**config.mk**
```make
export PLATFORM = sky130hd
export DESIGN_NAME = sercom_regs
export DESIGN_NICKNAME = d
export VERILOG_FILES = /design/src/rtl/sercom_pkg.sv /design/src/rtl/sercom_rx_hold.sv /design/src/rtl/sercom_tx_hold.sv /design/src/rtl/sercom_int_eval.sv /design/src/rtl/sercom_regs.sv
export SDC_FILE = /design/constraint.sdc
export NUM_CORES = 1
export LEC_CHECK = 0
export ABC_AREA = 0
export BUFFER_PORTS_ARGS = -buffer_cell sky130_fd_sc_hd__buf_2
export CAP_MARGIN = 20
export CELL_PAD_IN_SITES_DETAIL_PLACEMENT = 0
export CELL_PAD_IN_SITES_GLOBAL_PLACEMENT = 2
export CORE_MARGIN = 5
export CORE_UTILIZATION = 40
export DETAILED_ROUTE_END_ITERATION = 6
export PLACE_DENSITY = 0.93
export SYNTH_ARGS = -nofsm -noshare
export SYNTH_HDL_FRONTEND = slang
export SYNTH_HIERARCHICAL = 1
export SYNTH_SLANG_ARGS = --single-unit
export TNS_END_PERCENT = 20
```
**constraint.sdc**
```tcl
create_clock -name clk -period 4.5 [get_ports clk]
set_input_delay 0.45 -clock clk [delete_from_list [all_inputs] [get_ports clk]]
set_output_delay 0.45 -clock clk [all_outputs]
set_load 0.005 [all_outputs]
```
**src/rtl/sercom_pkg.sv**
```systemverilog
package sercom_pkg;

  typedef enum logic [2:0] {
    OFS_DATA    = 3'd0,
    OFS_IEN     = 3'd1,
    OFS_IID     = 3'd2,
    OFS_LCTL    = 3'd3,
    OFS_MCTL    = 3'd4,
    OFS_LSTAT   = 3'd5,
    OFS_MSTAT   = 3'd6,
    OFS_SCRATCH = 3'd7
  } ofs_e;

  localparam logic [7:0] IID_NONE = 8'h01;
  localparam logic [7:0] IID_TXE  = 8'h02;
  localparam logic [7:0] IID_RXD  = 8'h04;

  localparam int LC_DIVSEL = 7;
  localparam int MC_LOOP   = 4;
  localparam int IE_RXD    = 0;
  localparam int IE_TXE    = 1;

endpackage

```
**src/rtl/sercom_rx_hold.sv**
```systemverilog
module sercom_rx_hold #(
  parameter int DATA_W = 8
) (
  input  logic              clk,
  input  logic              rst_n,
  input  logic              rx_valid,
  input  logic              rx_break,
  input  logic [DATA_W-1:0] rx_data,
  input  logic              rd_buf,
  output logic [DATA_W-1:0] buf_q,
  output logic              dr_q,
  output logic              bi_q
);

  // arrival beats a same-cycle buffer read; break only sets, read only clears
  always_ff @(posedge clk or negedge rst_n) begin
    if (!rst_n) begin
      buf_q <= '0;
      dr_q  <= 1'b0;
      bi_q  <= 1'b0;
    end else begin
      if (rx_valid) begin
        buf_q <= rx_break ? '0 : rx_data;
        dr_q  <= 1'b1;
      end else if (rd_buf) begin
        dr_q  <= 1'b0;
      end
      if (rx_valid && rx_break) bi_q <= 1'b1;
      else if (rd_buf)          bi_q <= 1'b0;
    end
  end

  p_rx_sets_ready_r6: assert property (@(posedge clk) disable iff (!rst_n)
    rx_valid && !rx_break |=> dr_q && buf_q == $past(rx_data));

  p_break_loads_zero_r7: assert property (@(posedge clk) disable iff (!rst_n)
    rx_valid && rx_break |=> dr_q && bi_q && buf_q == '0);

  p_read_clears_r8: assert property (@(posedge clk) disable iff (!rst_n)
    rd_buf && !rx_valid |=> !dr_q && !bi_q);

endmodule

```
**src/rtl/sercom_tx_hold.sv**
```systemverilog
module sercom_tx_hold #(
  parameter int DATA_W = 8
) (
  input  logic              clk,
  input  logic              rst_n,
  input  logic              wr_thr,
  input  logic [DATA_W-1:0] wdata,
  input  logic              iid_ack,
  input  logic              tx_ready,
  output logic              tx_valid,
  output logic [DATA_W-1:0] tx_data,
  output logic              thre_q,
  output logic              pend_q
);

  logic handoff;
  assign handoff = tx_valid && tx_ready;

  always_ff @(posedge clk or negedge rst_n) begin
    if (!rst_n) begin
      tx_valid <= 1'b0;
      tx_data  <= '0;
      thre_q   <= 1'b1;
      pend_q   <= 1'b0;
    end else if (wr_thr) begin
      tx_valid <= 1'b1;
      tx_data  <= wdata;
      thre_q   <= 1'b0;
      pend_q   <= 1'b0;
    end else if (handoff) begin
      tx_valid <= 1'b0;
      thre_q   <= 1'b1;
      pend_q   <= 1'b1;
    end else if (iid_ack) begin
      pend_q   <= 1'b0;
    end
  end

  p_write_loads_r4: assert property (@(posedge clk) disable iff (!rst_n)
    wr_thr |=> tx_valid && !thre_q && tx_data == $past(wdata));

  p_handoff_sets_r4: assert property (@(posedge clk) disable iff (!rst_n)
    handoff && !wr_thr |=> !tx_valid && thre_q && pend_q);

  p_hold_stable_r5: assert property (@(posedge clk) disable iff (!rst_n)
    tx_valid && !tx_ready && !wr_thr |=> tx_valid && $stable(tx_data));

  p_ack_clears_r10: assert property (@(posedge clk) disable iff (!rst_n)
    iid_ack && !handoff && !wr_thr |=> !pend_q);

endmodule

```
**src/rtl/sercom_int_eval.sv**
```systemverilog
module sercom_int_eval
  import sercom_pkg::*;
(
  input  logic       dr,
  input  logic       pend,
  input  logic       en_rxd,
  input  logic       en_txe,
  output logic [7:0] iid,
  output logic       irq
);

  // receive data outranks transmit empty
  always_comb begin
    if (dr && en_rxd)        iid = IID_RXD;
    else if (pend && en_txe) iid = IID_TXE;
    else                     iid = IID_NONE;
  end

  assign irq = (iid != IID_NONE);

endmodule

```
**src/rtl/sercom_regs.sv**
```systemverilog
module sercom_regs
  import sercom_pkg::*;
#(
  parameter int DATA_W   = 8,
  parameter int DIV_BYTES = 2
) (
  input  logic                       clk,
  input  logic                       rst_n,
  input  logic [2:0]                 bus_addr,
  input  logic                       bus_wr,
  input  logic                       bus_rd,
  input  logic [DATA_W-1:0]          bus_wdata,
  output logic [DATA_W-1:0]          bus_rdata,
  output logic [DIV_BYTES*DATA_W-1:0] baud_div,
  output logic                       tx_valid,
  input  logic                       tx_ready,
  output logic [DATA_W-1:0]          tx_data,
  input  logic                       rx_valid,
  input  logic                       rx_break,
  input  logic [DATA_W-1:0]          rx_data,
  output logic                       rx_ready,
  output logic                       irq
);

  localparam int DIV_W = DIV_BYTES * DATA_W;

  ofs_e ofs;
  assign ofs = ofs_e'(bus_addr);

  logic [DATA_W-1:0] ien_q, lctl_q, mctl_q, mstat_q, scr_q;
  logic [DIV_W-1:0]  div_q;
  logic              divsel;
  logic              wr_thr, rd_buf, iid_ack;
  logic [DATA_W-1:0] rbuf;
  logic              dr, bi, thre, pend;
  logic [7:0]        iid;
  logic [DATA_W-1:0] lstat, mview;

  assign divsel  = lctl_q[LC_DIVSEL];
  assign wr_thr  = bus_wr && ofs == OFS_DATA && !divsel;
  assign rd_buf  = bus_rd && ofs == OFS_DATA && !divsel;
  assign iid_ack = bus_rd && ofs == OFS_IID && iid[2:0] == IID_TXE[2:0];

  // divisor bytes share offsets 0.. with data and enable registers
  for (genvar g = 0; g < DIV_BYTES; g++) begin : g_div
    always_ff @(posedge clk or negedge rst_n) begin
      if (!rst_n)
        div_q[g*DATA_W +: DATA_W] <= '0;
      else if (bus_wr && divsel && bus_addr == 3'(g))
        div_q[g*DATA_W +: DATA_W] <= bus_wdata;
    end
  end
  assign baud_div = div_q;

  always_ff @(posedge clk or negedge rst_n) begin
    if (!rst_n) begin
      ien_q   <= '0;
      lctl_q  <= '0;
      mctl_q  <= '0;
      mstat_q <= '0;
      scr_q   <= '0;
    end else if (bus_wr) begin
      case (ofs)
        OFS_IEN:     if (!divsel) ien_q <= bus_wdata;
        OFS_LCTL:    lctl_q  <= bus_wdata;
        OFS_MCTL:    mctl_q  <= bus_wdata;
        OFS_MSTAT:   mstat_q <= bus_wdata;
        OFS_SCRATCH: scr_q   <= bus_wdata;
        default:     ;
      endcase
    end
  end

  sercom_rx_hold #(.DATA_W(DATA_W)) u_rx (
    .clk(clk), .rst_n(rst_n),
    .rx_valid(rx_valid), .rx_break(rx_break), .rx_data(rx_data),
    .rd_buf(rd_buf), .buf_q(rbuf), .dr_q(dr), .bi_q(bi)
  );

  sercom_tx_hold #(.DATA_W(DATA_W)) u_tx (
    .clk(clk), .rst_n(rst_n),
    .wr_thr(wr_thr), .wdata(bus_wdata), .iid_ack(iid_ack),
    .tx_ready(tx_ready), .tx_valid(tx_valid), .tx_data(tx_data),
    .thre_q(thre), .pend_q(pend)
  );

  sercom_int_eval u_int (
    .dr(dr), .pend(pend), .en_rxd(ien_q[IE_RXD]), .en_txe(ien_q[IE_TXE]),
    .iid(iid), .irq(irq)
  );

  assign rx_ready = !dr;

  // transmitter-empty (bit 6) is never cleared in this model
  always_comb begin
    lstat    = '0;
    lstat[0] = dr;
    lstat[4] = bi;
    lstat[5] = thre;
    lstat[6] = 1'b1;
  end

  always_comb begin
    if (mctl_q[MC_LOOP]) begin
      mview      = '0;
      mview[7:6] = mctl_q[3:2];
      mview[4]   = mctl_q[1];
      mview[5]   = mctl_q[0];
    end else begin
      mview = mstat_q;
    end
  end

  always_comb begin
    case (ofs)
      OFS_DATA:    bus_rdata = divsel ? div_q[0 +: DATA_W] : rbuf;
      OFS_IEN:     bus_rdata = divsel ? div_q[DATA_W +: DATA_W] : ien_q;
      OFS_IID:     bus_rdata = iid;
      OFS_LCTL:    bus_rdata = lctl_q;
      OFS_MCTL:    bus_rdata = mctl_q;
      OFS_LSTAT:   bus_rdata = lstat;
      OFS_MSTAT:   bus_rdata = mview;
      default:     bus_rdata = scr_q;
    endcase
  end

  p_enable_takes_effect_r9: assert property (@(posedge clk) disable iff (!rst_n)
    bus_wr && ofs == OFS_IEN && !divsel && bus_wdata[IE_RXD] && (dr || rx_valid)
    |=> irq);

  p_ignored_writes_keep_ctrl_r3: assert property (@(posedge clk) disable iff (!rst_n)
    bus_wr && (ofs == OFS_IID || ofs == OFS_LSTAT)
    |=> $stable(ien_q) && $stable(lctl_q) && $stable(mctl_q) && $stable(scr_q));

endmodule

```
==> impl_results.md, run 1 <==
* Status: complete, no violations
* XOR/XNOR Fraction of Synth Area at 0%
* Drc violations at 0
* Synth Register Bits at 77
* CTS tree: yes
* Final WL at 9.36 mm
* GPL Wtd Cong at 0.825
* CTS sink count at 77
* Drt wl/cell at 18.0 um
* Max Clock Skew at 0.00365 ns
* Max Root-Sink Buffers at 2
* Final hold violation count at 0
* Total Die Area at 12000 um^2
* # IOs at 61
* Crit Path Class: reg -> out
* Worst-path cell chain: mux2i_1, o32ai_1, a21oi_1, or3b_1, buf_2
* Static leakage at 2.03 nW
* Post-synthesis sequential area ratio at 48.8%
* Root Driver: clkbuf_8
* Synth Cell Area at 3950 um^2
* Antenna-violating nets left at 0
* All-Layer GR Usage at 17.0%
* Cts bufs inserted at 9
* Final net count at 409
* Finished Core Util at 46.3%
* Slowest CP cell: dfrtp_1
* Crit path arrival time at 2.49 ns
* Largest net degree at the start of global routing at 78
* Tot Pwr at 2.06 mW
* Setup WS post-layout at 1.56 ns
* Ys Warns at 6
* Pre-antenna DRT Iters at 4
* Worst setup EP type: output port
* VDD IR-drop max at 0.210 mV
* Detailed placement HPWL at 6.77 mm
* H-tree Lvls at 3
* Min cycle time layout at 2.94 ns
* Max Fclk at 340 MHz
* Die height at 109 um
* Synth Area in Adders at 0%
* Delay-heaviest family, CP: flip-flops
* Unique cell type count in the Yosys netlist at 58
* Least-Margin Pin Slew at 0.978 ns
* Worst-path clk slew at 0.08 ns
* Setup bufs post-CTS at 0
* Simple-Gate Fraction of Synth Area at 12.1%
* Hold slack at 0.227 ns
* Slew HR at 34.8%
* Pwr dens at 458 nW/um^2
* Grt ovf at 0
* Iter 0 DRT Violations at 155
* Worst slack, placed at 1.95 ns
* Mux cell area share after synthesis at 23.9%
* Startpoint Class: flip-flop
* First-pass GRT wire length at 15.3 mm
* Mean Syn Cell Area at 12.0 um^2
* Initial Util at 40.8%
* Synth Area in Compound Gates at 9.88%
* Vias at 2688
* Hold Crit Class: in -> async
* Chip Width at 109 um
* Crit path max fanout at 21
* Combinational family with the most area after synthesis: multiplexers
* Post-Syn Instances at 328
* CTS resizes at 0
* Syn-to-layout area delta at 13.6%
* Setup-failing EPs final at 0
* Core ar. at 9680 um^2
* Number of global-route vias before repair at 2740
* Clk Latency, worst-skew pair at 0.35 ns
* I/O Buffers at 60
* Worst EP required at 4.05 ns
* Max-cap viol count at 0
* Initial antenna violation count at 0
* Hold buffers post-CTS at 0
* Top FF cell, synth: dfrtp_1
* Fin crit share at 65.3%
* Fin. max-slew vios at 0
* Row count at 36
* Ant diodes at 0
* Share of flip-flops with an asynchronous set or reset at 100%
* CP bufs+invs at 1
* RSZ-0062 raised after global routing: false
* Layout cells sized above 1 at 43.6%
* Via density at 5.16
* Setup_tns at 0 ns
* CP peak stage delay at 0.98 ns
* EDFF count, synth at 0
==> metrics by stage <==
step,std cells,area [um^2]
after global routing,521,4490
after detailed placement,505,4290
after global placement,505,4290
final,521,4490
after CTS,521,4490
after floorplan,332,3970
==> layer usage <==
| layer | routed length, um | vias to the layer above | track usage, % |
|---|---|---|---|
| met5 | 0 | - | 0 |
| met4 | 76 | 0 | 3.29 |
| met3 | 581 | 8 | 4.70 |
| met2 | 4070 | 79 | 24.1 |
| met1 | 4640 | 1309 | 25.9 |
| li1 | - | 1292 | - |
==> layout make-up <==
cell class	instances	area (um^2)
Timing Repair Buffer	61	310
Tap cell	133	166
Multi-Input combinational cell	221	1830
Inverter	13	48.8
Fill cell	886	5200
Clock inverter	5	60.1
Clock buffer	11	141
Sequential cell	77	1930
==> registers in the layout (all words and copies together), names as in the netlist <==
| name | count |
|---|---|
| baud_div | 16 |
| ien_q | 8 |
| lctl_q | 8 |
| mctl_q | 8 |
| mstat_q | 8 |
| scr_q | 8 |
| u_rx/bi_q | 1 |
| u_rx/buf_q | 8 |
| u_rx/dr_q | 1 |
| u_tx/pend_q | 1 |
| u_tx/thre_q | 1 |
| u_tx/tx_data | 8 |
| u_tx/tx_valid | 1 |
==> worst reg2reg max path, stage by stage (launching register included) <==
cell     delay (ns)
dfrtp_1        0.98
nor3b_4        0.58
mux2_2         0.40
==> cell usage after synthesis (2+ instances only) <==
cell | count | area, um^2
nand2_1 | 13 | 48.8
nor2b_1 | 4 | 25.0
nand4_2 | 2 | 25.0
nand3_2 | 3 | 30.0
a211oi_1 | 5 | 37.5
nand3b_1 | 8 | 60.1
nand2b_1 | 4 | 25.0
mux2_2 | 63 | 709
dfrtp_1 | 76 | 1900
mux2_4 | 7 | 105
a31oi_1 | 2 | 12.5
nor3_1 | 2 | 10.0
buf_4 | 9 | 67.6
nor3b_1 | 2 | 15.0
nor2_1 | 16 | 60.1
a21o_1 | 2 | 15.0
a32o_1 | 2 | 20.0
buf_2 | 6 | 30.0
o22ai_1 | 3 | 18.8
a22o_2 | 3 | 30.0
buf_6 | 5 | 56.3
nor2_4 | 2 | 22.5
or3_1 | 2 | 12.5
a221oi_1 | 3 | 26.3
o21ai_0 | 17 | 85.1
and3_1 | 2 | 12.5
inv_1 | 12 | 45.0
mux2i_1 | 13 | 130
a21oi_1 | 11 | 55.1
==> power by group <==
| part | switching (mW) | internal [mW] |
|---|---|---|
| Clock | 0.253 | 0.272 |
| Sequential | 0.137 | 0.868 |
| Combinational | 0.222 | 0.303 |
==> path summary, 6_finish.rpt <==
check	from	endpoint	slack (ns)	cells after the start
max in group asynchronous	rst_n	baud_div[6]	3.62	1
worst min register to register	mstat_q[4]	mstat_q[4]	0.50	1
min in group clk	rx_data[5]	u_rx/buf_q[5]	0.31	2
worst min-delay path	rst_n	u_tx/tx_data[2]	0.23	1
worst max-delay path	lctl_q[7]	bus_rdata[4]	1.56	5
worst max register to register	lctl_q[7]	baud_div[6]	2.43	2
==> cell families (layout without fill, tap and decap cells) <==
group / after synthesis / in the layout
mux: 83 / 83
flops: 77 / 77
simple gates: 74 / 74
compound gates: 59 / 59
buf+inv: 34 / 90
other cells: 1 / 5
==> layout by cell type (no fill, tap or decap), drive strengths merged, types with 4 or more instances in the layout <==
master	netlist	final
nand3	4	4
o21ai	18	18
conb	1	5
clkbuf	1	11
inv	13	13
a21oi	12	12
nand2b	5	5
a22o	4	4
mux2i	13	13
nand3b	8	8
mux2	70	70
dfrtp	76	76
a211oi	5	5
nand2	14	14
nor3b	4	4
buf	20	61
nor2	19	19
nor2b	5	5
No activity file was read; power rests on OpenSTA's default activity.
==> run 2: changes to the inputs <==
- CORE_UTILIZATION: 40 -> 38
- PLACE_DENSITY: 0.93 -> 0.9
- clock period: 4.5 -> 2.89 ns (I/O delays scaled with it)
==> impl_results.md, run 2 (same netlist as run 1, synthesis figures left out) <==
* Setup-failing EPs final at 0
* Status: complete, no violations
* Max Clock Skew at 0.00629 ns
* Root Driver: clkbuf_8
* H-tree Lvls at 3
* Hold Crit Class: in -> reg
* Final net count at 414
* Most frequent cells in the layout: dfrtp_1, mux2_2, buf_2
* # IOs at 61
* Largest register FFs at 16
* Row count at 37
* VDD IR-drop max at 0.354 mV
* Setup_tns at 0 ns
* GPL Wtd Cong at 0.777
* Pwr dens at 695 nW/um^2
* Die height at 112 um
* Least-Margin Pin Slew at 0.644 ns
* Min cycle time layout at 2.58 ns
* Worst EP required at 2.60 ns
* Crit path arrival time at 2.29 ns
* Iter 0 DRT Violations at 118
* Number of global-route vias before repair at 2812
* I/O Buffers at 60
* CTS tree: yes
* RSZ-0062 raised after global routing: false
* Max Fclk at 388 MHz
* Crit path max fanout at 14
* Internal power at 2.15 mW
* All-Layer GR Usage at 16.1%
* Final WL at 9.64 mm
* Worst setup EP type: output port
* Fin crit share at 89.2%
* Antenna-violating nets left at 0
* Grt ovf at 0
* CTS sink count at 77
* First-pass GRT wire length at 15.7 mm
* Static leakage at 2.04 nW
* Initial antenna violation count at 0
* Power share of the sequential group at 49.4%
* Detailed placement HPWL at 6.86 mm
* Vias at 2759
* Combinational power share at 26.7%
* Worst-path clk slew at 0.09 ns
* R2R Setup Slk at 0.87 ns
* Commonest non-fill, non-tap cell in the layout: dfrtp_1
* Fin. max-slew vios at 0
* Chip Width at 112 um
* Max Root-Sink Buffers at 2
* Net Sw Frac at 31.6%
* Crit Path Class: reg -> out
* Largest net degree at the start of global routing at 78
* Syn-to-layout area delta at 14.6%
* Hold slack at 0.149 ns
* Ant diodes at 0
* Max-cap viol count at 0
* Cts bufs inserted at 9
* CTS resizes at 0
* Core ar. at 10200 um^2
* Startpoint Class: flip-flop
* Via density at 5.22
* Drt wl/cell at 18.2 um
* Layout cells sized above 1 at 44.3%
* Clk Latency, worst-skew pair at 0.36 ns
* Slew HR at 57.1%
* Total Die Area at 12500 um^2
* Initial Util at 38.6%
* Pre-antenna DRT Iters at 4
* P_sw at 993 uW
* Final hold violation count at 0
* Drc violations at 0
* Clock power share at 23.9%
## run 2: cell count changes in the layout (fill, tap and decap cells not counted), sizes merged
cell	delta
buf	+4
bufinv	-1
clkbuf	-2
clkinv	-2
clkinvlp	+2
dlygate4sd3	+1
inv	+3
## run 2: cell type report
| class | instances | area [um^2] |
|---|---|---|
| fillers | 964 | 5700 |
| flip-flops and latches | 77 | 1930 |
| multi-input cells | 221 | 1830 |
| repair buffers | 66 | 370 |
| well taps | 136 | 170 |
| clock buffers | 9 | 124 |
| clock inverters | 7 | 56.3 |
| inverters | 13 | 48.8 |
## run 2: repair_timing
item / in CTS / in global routing
endpoints found under the hold margin: 0 / 18
setup buffers: 0 / 0
hold buffers: 0 / 1
## run 2: power by group through the flow
stage          logic [mW]  clock network, mW  registers [mW]
3_5_place_dp        0.840                  0            1.58
5_1_grt             0.934              0.822            1.59
6_report            0.841              0.753            1.55
3_3_place_gp        0.825                  0            1.57
4_1_cts             0.847              0.778            1.56
2_1_floorplan       0.565                  0            1.51
## run 2: stage by stage
stage	instances	setup slack (ns)	instance area (um^2)	utilization (%)	total power, mW
2_1_floorplan	332	1.24	3970	-	2.08
5_1_grt	529	0.181	4530	44.3	3.35
6_report	529	0.311	4530	44.3	3.15
3_3_place_gp	511	0.718	4310	42.1	2.39
4_1_cts	527	0.295	4490	43.9	3.18
3_5_place_dp	511	0.704	4310	42.1	2.42
## run 2: worst max-delay path: stages (launching register included)
cell      delay, ns
dfrtp_1        0.62
buf_4          0.30
or2_1          0.25
a22o_1         0.20
a211oi_1       0.24
o22ai_1        0.15
buf_2          0.17
## run 2: worst paths after layout
| kind | from | to | cells past startpoint |
|---|---|---|---|
| hold reg to reg | mstat_q[4] | mstat_q[4] | 1 |
| min in group asynchronous | rst_n | u_tx/tx_data[3] | 2 |
| setup reg to reg | lctl_q[7] | baud_div[1] | 3 |
| hold / removal | rx_data[7] | u_rx/buf_q[7] | 2 |
| max in group asynchronous | rst_n | u_tx/thre_q | 3 |
| setup / recovery | lctl_q[7] | bus_rdata[7] | 6 |
## run 2: routing by layer
layer	vias up	share of wire [%]	track usage, %	wire (um)
li1	1295	-	-	-
met1	1378	48	23.2	4660
met2	72	45	23.2	4340
met3	14	4.8	3.75	460
met4	0	1.9	6.49	181
met5	-	0	0	0
